==> config.mk <==
export PLATFORM = sky130hd
export DESIGN_NAME = pixel_index_stage
export DESIGN_NICKNAME = d
export VERILOG_FILES = /design/src/rtl/pixel_index_stage.sv
export SDC_FILE = /design/constraint.sdc
export NUM_CORES = 1
export LEC_CHECK = 0
export BUFFER_PORTS_ARGS = -buffer_cell sky130_fd_sc_hd__buf_2
export CAP_MARGIN = 10
export CORE_MARGIN = 4
export CORE_UTILIZATION = 38
export CTS_CLUSTER_SIZE = 12
export DETAILED_ROUTE_END_ITERATION = 12
export GPL_TIMING_DRIVEN = 0
export PLACE_DENSITY_LB_ADDON = 0.2
export SLEW_MARGIN = 30
export SYNTH_ARGS = -nofsm -noshare
export SYNTH_HDL_FRONTEND = slang
export SYNTH_SLANG_ARGS = --single-unit
==> constraint.sdc <==
create_clock -name clk -period 1.24 [get_ports clk]
set_input_delay 0.062 -clock clk [delete_from_list [all_inputs] [get_ports clk]]
set_output_delay 0.062 -clock clk [all_outputs]
set_load 0.05 [all_outputs]
==> src/rtl/pixel_index_stage.sv <==
module pixel_index_stage #(
  parameter int PLANES = 8,
  parameter int CW     = 4
) (
  input  logic              clk,
  input  logic              rst_n,
  input  logic              pix_valid,
  input  logic [PLANES-1:0] plane_bits,
  input  logic              spr_hit,
  input  logic [PLANES-1:0] spr_idx,
  input  logic [CW-1:0]     plane_cnt,
  input  logic              ham_en,
  input  logic              ehb_en,
  input  logic              bypass,
  input  logic              wide_mode,
  output logic [CW-1:0]     fetch_cnt,
  output logic [CW-1:0]     disp_cnt,
  output logic              out_valid,
  output logic [PLANES-1:0] out_idx,
  output logic [PLANES-1:0] out_r,
  output logic [PLANES-1:0] out_g,
  output logic [PLANES-1:0] out_b
);
  localparam int NARROW_MAX = PLANES - 2;

  always_comb begin
    if (wide_mode) begin
      if (int'(plane_cnt) > PLANES) begin
        fetch_cnt = CW'(PLANES);
        disp_cnt  = CW'(PLANES);
      end else begin
        fetch_cnt = plane_cnt;
        disp_cnt  = plane_cnt;
      end
    end else if (int'(plane_cnt) <= NARROW_MAX) begin
      fetch_cnt = plane_cnt;
      disp_cnt  = plane_cnt;
    end else if (int'(plane_cnt) == NARROW_MAX + 1) begin
      fetch_cnt = CW'(4);
      disp_cnt  = CW'(NARROW_MAX);
    end else begin
      fetch_cnt = CW'(NARROW_MAX);
      disp_cnt  = CW'(NARROW_MAX);
    end
  end

  logic [PLANES-1:0] masked;
  always_comb
    for (int i = 0; i < PLANES; i++)
      masked[i] = plane_bits[i] && (i < int'(disp_cnt));

  wire ham6 = ham_en && (int'(disp_cnt) == 6);
  wire ham8 = ham_en && wide_mode && (int'(disp_cnt) == 8);
  wire ehb  = ehb_en && (int'(disp_cnt) == 6) && !ham6;

  logic [PLANES-1:0] strip;
  always_comb begin
    strip = masked;
    if (ham6)      strip = masked & 8'h0F;
    else if (ham8) strip = masked & 8'hFC;
    else if (ehb)  strip = masked & 8'h1F;
  end

  wire [PLANES-1:0] idx_n  = spr_hit ? spr_idx : masked;
  wire [PLANES-1:0] gray_n = spr_hit ? spr_idx : strip;

  always_ff @(posedge clk) begin
    if (!rst_n || !pix_valid) begin
      out_valid <= 1'b0;
      out_idx   <= '0;
      out_r     <= '0;
      out_g     <= '0;
      out_b     <= '0;
    end else begin
      out_valid <= 1'b1;
      out_idx   <= bypass ? '0 : idx_n;
      out_r     <= bypass ? gray_n : '0;
      out_g     <= bypass ? gray_n : '0;
      out_b     <= bypass ? gray_n : '0;
    end
  end
endmodule


Word-level counts from Yosys, hierarchy flattened
Cells that the tools add are included.
{"block": "totals", "register_bits": 17, "inputBits": 28, "wordCells": 48}
{"block": "op_classes", "bitwise": 1, "n_eq_ne": 3, "mux": 12, "reduce_logical": 19, "n_lt_le_gt_ge": 10}
{"cell": "two-way mux 8 bit", "count": 5}
{"cell": "two-way mux 4 bit", "count": 5}
{"cell": "less-than comparator 3 x 4 -> 1 bit (first input constant)", "count": 4}
{"cell": "logical AND 1 bit", "count": 13}
{"cell": "== test 4 bit (second input constant)", "count": 3}
{"cell": "less-than comparator 1 x 4 -> 1 bit (first input constant)", "count": 2}
{"cell": "less-than comparator 2 x 4 -> 1 bit (first input constant)", "count": 2}
{"cell": "> comparator 4 bit (second input constant)", "count": 1}
{"cell": "less-or-equal comparator 4 x 3 -> 1 bit (second input constant)", "count": 1}
{"cell": "OR reduction 2 bit", "count": 2}
{"cell": "logical NOT 1 bit", "count": 3}
{"cell": "two-way mux 2 bit", "count": 1}
{"cell": "logical OR 1 bit", "count": 1}
{"cell": "two-way mux 1 bit", "count": 1}
{"cell": "inverter 1 bit", "count": 1}

Longest topological paths before layout
{"block": "depth", "ltp_word": 11, "ltp_mapped": 5, "depth_no_buf": 3}

Least setup slack after synthesis
OpenSTA, ideal clock, no wires.
{"block": "synth_path", "path_type": "input to output", "from": "input port plane_cnt[1]", "to": "output port fetch_cnt[0]", "setup_slack_ps": -702, "arrival_ps": 1880, "stages": 5, "required_time_ps": 1178, "path_cell_list": "buf_2 -> nand2_1 -> nor2_1 -> nor3b_1 -> buf_4"}
{"block": "synth_between", "elab_chain_len": 3, "word_cells_on_any_way": 5}
{"element": "start: declaration", "line": "11", "source": "input logic [CW-1:0] plane_cnt,"}
{"element": "less-or-equal comparator 4 x 3 -> 1 bit / > comparator 4 bit (equally long branches)", "line": "35, 28"}
{"element": "two-way mux 4 bit, on equally long branches", "line": "35, 28"}
{"element": "two-way mux 4 bit *", "line": "27", "source": "if (wide_mode) begin"}
{"element": "end: declaration", "line": "16", "source": "output logic [CW-1:0] fetch_cnt,"}
Every way passes the cells marked *; elsewhere a longest branch is shown, timed or not.

==> results.txt <==
- The final hold violation count is 0.
- Transition time at the pin with the least slew margin: 0.3962 ns
- The total area inside the core boundary comes to 2042 sq um.
- Combined buffer and inverter count along the critical path: 2
- WL met1: a little under 900 microns
* Share of the synthesized area in the top cell type: between 40% and 50%
- Number of standard-cell rows in the floorplan: 16
* Num CTS Buffers: 3
- Entering global routing, the biggest net connects 11 pins.
* Mean routed wirelength per cell: roughly 11 microns
- Final standard cell count with taps included and fillers excluded: ~200
* Overall overflow remaining after global route: 0
- Fraction of final layout cells with drive strength greater than 1: a little under three fifths
* Number of H-tree levels: 1
- Type of the setup path with the least slack: flip-flop to output port
- Total routed wirelength: around 2200 microns
- Post-CTS resize count: 0
* Area added between synthesis and finish: 49.48%
* Placer congestion estimate: just over 0.7
- Portion of the post-synthesis area used by sequential elements: between 40 and 50%
- For this run, the leading register cell type out of synthesis is sky130_fd_sc_hd__dfxtp_1.
- During I/O placement, the number of pins put on the boundary was a little under 70.
- Required time reported for the critical path endpoint: 1.18 ns
- # fillers: just under 200
* Critical path, cell by cell: buf_4 -> buf_2
- The worst setup path is launched from a flip-flop.
* Area of all sequential standard cells: roughly 340 sq um
* Hold WC Path Type: input pin to flip-flop
- Biggest area contributors in the synthesized netlist: sky130_fd_sc_hd__dfxtp_1 40%, sky130_fd_sc_hd__buf_4 18%, sky130_fd_sc_hd__nor2_1 7.5%
- Syn Area/Cell: 8.224 sq um
* Count of different cell masters after synthesis: 29
* Full die area: a little over 3000 sq um
- Synth Register Bits: 17
- During placement, the flow inserted port buffers numbering 66.
* Fin crit share: a little under nine tenths
- Root Buffer: sky130_fd_sc_hd__clkbuf_4
- The analysis attributes to cell leakage a power of 0.7066 nW.
* 1st-iter DRT viols: 15
* Library cell with the highest instance count after synthesis: sky130_fd_sc_hd__buf_4
* Antenna diode count: 0
- In the routed design, unresolved DRC markers number 0.
* Layout net count: approximately 200
- Synth Warn #: 0
- The count of nets left with antenna violations once routing finished came out at 0.
- Time the final worst path needs with I/O delays and setup: 1.055 ns
- In the global route stage, overall resource usage came out at 14.01%.
* Commonest cells in the netlist: 20 x sky130_fd_sc_hd__buf_4, 17 x sky130_fd_sc_hd__dfxtp_1, 17 x sky130_fd_sc_hd__nor2_1
- Cell Area, Synth: about 850 sq um
* Share of flip-flops with an asynchronous set or reset: 0%
- The worst hold path terminates at out_idx[3].
- Summed over all instances, the cell type with the most area after synthesis is sky130_fd_sc_hd__dfxtp_1.
* Worst relative slew slack: about three quarters
* CTS tree: yes
- Max-cap check violation count: 0
- In this run the worst path has a maximum fanout of 3.
- For the worst setup path, the data arrival time is between 0.9 and 1 ns.
- The via count of the first global-routing pass came to roughly 800.
* Initial antenna violation count: 0
* Clock transition time at the flip-flop clock pins of the worst setup and hold paths: 0.09 ns
* Top routing layer in use: met4
* Peak supply drop: 0.5658 mV
- Maximum operating frequency: around 950 MHz
* Cell count after synthesis: between 100 and 150
- Placed insts: 196
* Final count of negative-setup-slack endpoints: 0
- In the routed layout, each cell is associated on average with a via count of around 4.5.
* First-pass GRT wire length: 3532 microns
* Number of vias after detailed routing: a little over 900
- Number of detailed-routing iterations run before antenna repair: 4
* Hold slack: about 0.037 ns
- Worst setup margin: 0.1847 ns
- From left edge to right edge, the die measures around 55 microns.
- For this run, the share of the core covered by cells in the final layout is 62.01%.
- Post-synth EDFFs: 0
* Met3 layer wire length in the routed design: 204 microns
- Power spread over the standard cell area amounts to ~1000 nW/um^2.
- STA classifies the critical path endpoint as an output port.
- Unrepaired setup endpoints after global routing: false
- Synthesis produced a netlist with a net count of 131.
- Deepest clock path buffer count: 2
- The number of max-slew violations in the final report came to 0.
- Hold Crit Depth: 3
* Run status: finished clean
- The largest single stage delay on the critical path is 0.36 ns.
- The routed design uses 1067 microns of met2 wire.
- # clock sinks: 17
* Area occupied by multi-input gates: about 350 sq um
- Chip height: ~55 microns
- Half-perimeter wire length after placement: approximately 1800 microns
- In this run the most critical hold path is launched from spr_idx[3].
* Cell family contributing the most delay on the critical path: flip-flops
- Once the floorplan was initialized, standard cells occupied about two fifths of the core.
- Pre-CTS setup slack: between 0.1 and 0.15 ns
- Critical Path Slowest Stage Cell: sky130_fd_sc_hd__dfxtp_1
## tightest hold or removal path, delay by kind of cell
| kind | cells | cell delay [ns] |
|---|---|---|
| buffers and inverters | 1 | 0.08 |
| AND/OR/NAND/NOR | 1 | 0.08 |
| AO/OA/AOI/OAI | 1 | 0.06 |
## per-stage QoR
| stage | power [mW] | TNS, ns | instance area [sq um] |
|---|---|---|---|
| 6_report | 1.235 | 0 | 1266 |
| 5_1_grt | 1.300 | 0 | 1266 |
| 2_1_floorplan | 0.8629 | -0.1393 | 865.8 |
| 3_5_place_dp | 0.9686 | 0 | 1230 |
| 4_1_cts | 1.247 | 0 | 1266 |
| 3_3_place_gp | 0.9636 | 0 | 1230 |
## cell families (layout without fill, tap and decap cells)
group / Yosys count / count (layout) / share of synthesized area, %
buffers and inverters: 26 / 97 / 20.68
AO/OA/AOI/OAI: 19 / 19 / 15.66
flip-flops: 17 / 17 / 40.18
AND/OR/NAND/NOR: 41 / 41 / 23.49
## state kept, by name, indices dropped and copies added, names as in the netlist
signal,count
out_b,8
out_idx,8
out_valid,1
## layout by cell type (no fill, tap or decap), types with 2 or more instances in the layout
master,count
sky130_fd_sc_hd__nand2b_1,3
sky130_fd_sc_hd__clkbuf_1,3
sky130_fd_sc_hd__nand3_1,2
sky130_fd_sc_hd__buf_4,20
sky130_fd_sc_hd__nor2_1,14
sky130_fd_sc_hd__and2_1,2
sky130_fd_sc_hd__clkbuf_4,3
sky130_fd_sc_hd__nand3b_1,2
sky130_fd_sc_hd__a22oi_1,2
sky130_fd_sc_hd__a2bb2oi_1,2
sky130_fd_sc_hd__nand2_1,7
sky130_fd_sc_hd__dfxtp_1,17
sky130_fd_sc_hd__buf_2,68
sky130_fd_sc_hd__nor2_2,3
sky130_fd_sc_hd__a21oi_1,6
sky130_fd_sc_hd__nor2b_1,3
## where the power goes
group	leakage, nW	switching [mW]	internal, mW
registers	0.138	0.00560	0.560
logic	0.553	0.264	0.128
clock network	0.0150	0.153	0.124
## what timing repair did
item	CTS	global route
hold buffers	1	0
setup buffers	0	0
hold endpoints to repair	1	0
## area by class of cell
type	count	area share (%)
multi-input combinational	60	27.57
buffer	25	13.64
clock buffer	4	2.075
tap	27	2.668
sequential	17	26.88
timing repair buffer	67	26.88
inverter	1	0.2964
## worst max path at each step
stage,start,slack [ns],cells after the start,end
final,out_b[7],0.18,2,out_r[7]
after global routing,out_b[7],0.12,2,out_r[7]
after CTS,out_b[1],0.18,2,out_g[1]
after detailed placement,plane_cnt[3],0.14,5,out_b[0]
after global placement,plane_cnt[3],0.14,5,out_b[0]
after floorplan,plane_cnt[1],-0.14,5,fetch_cnt[0]
## metal layers
layer  vias to the layer above  track usage [%]
met3                         2            3.030
li1                        468                -
met1                       406            17.16
met4                         0            6.250
met5                         -                0
met2                        38            23.31
(Power assumes the default switching activity.)
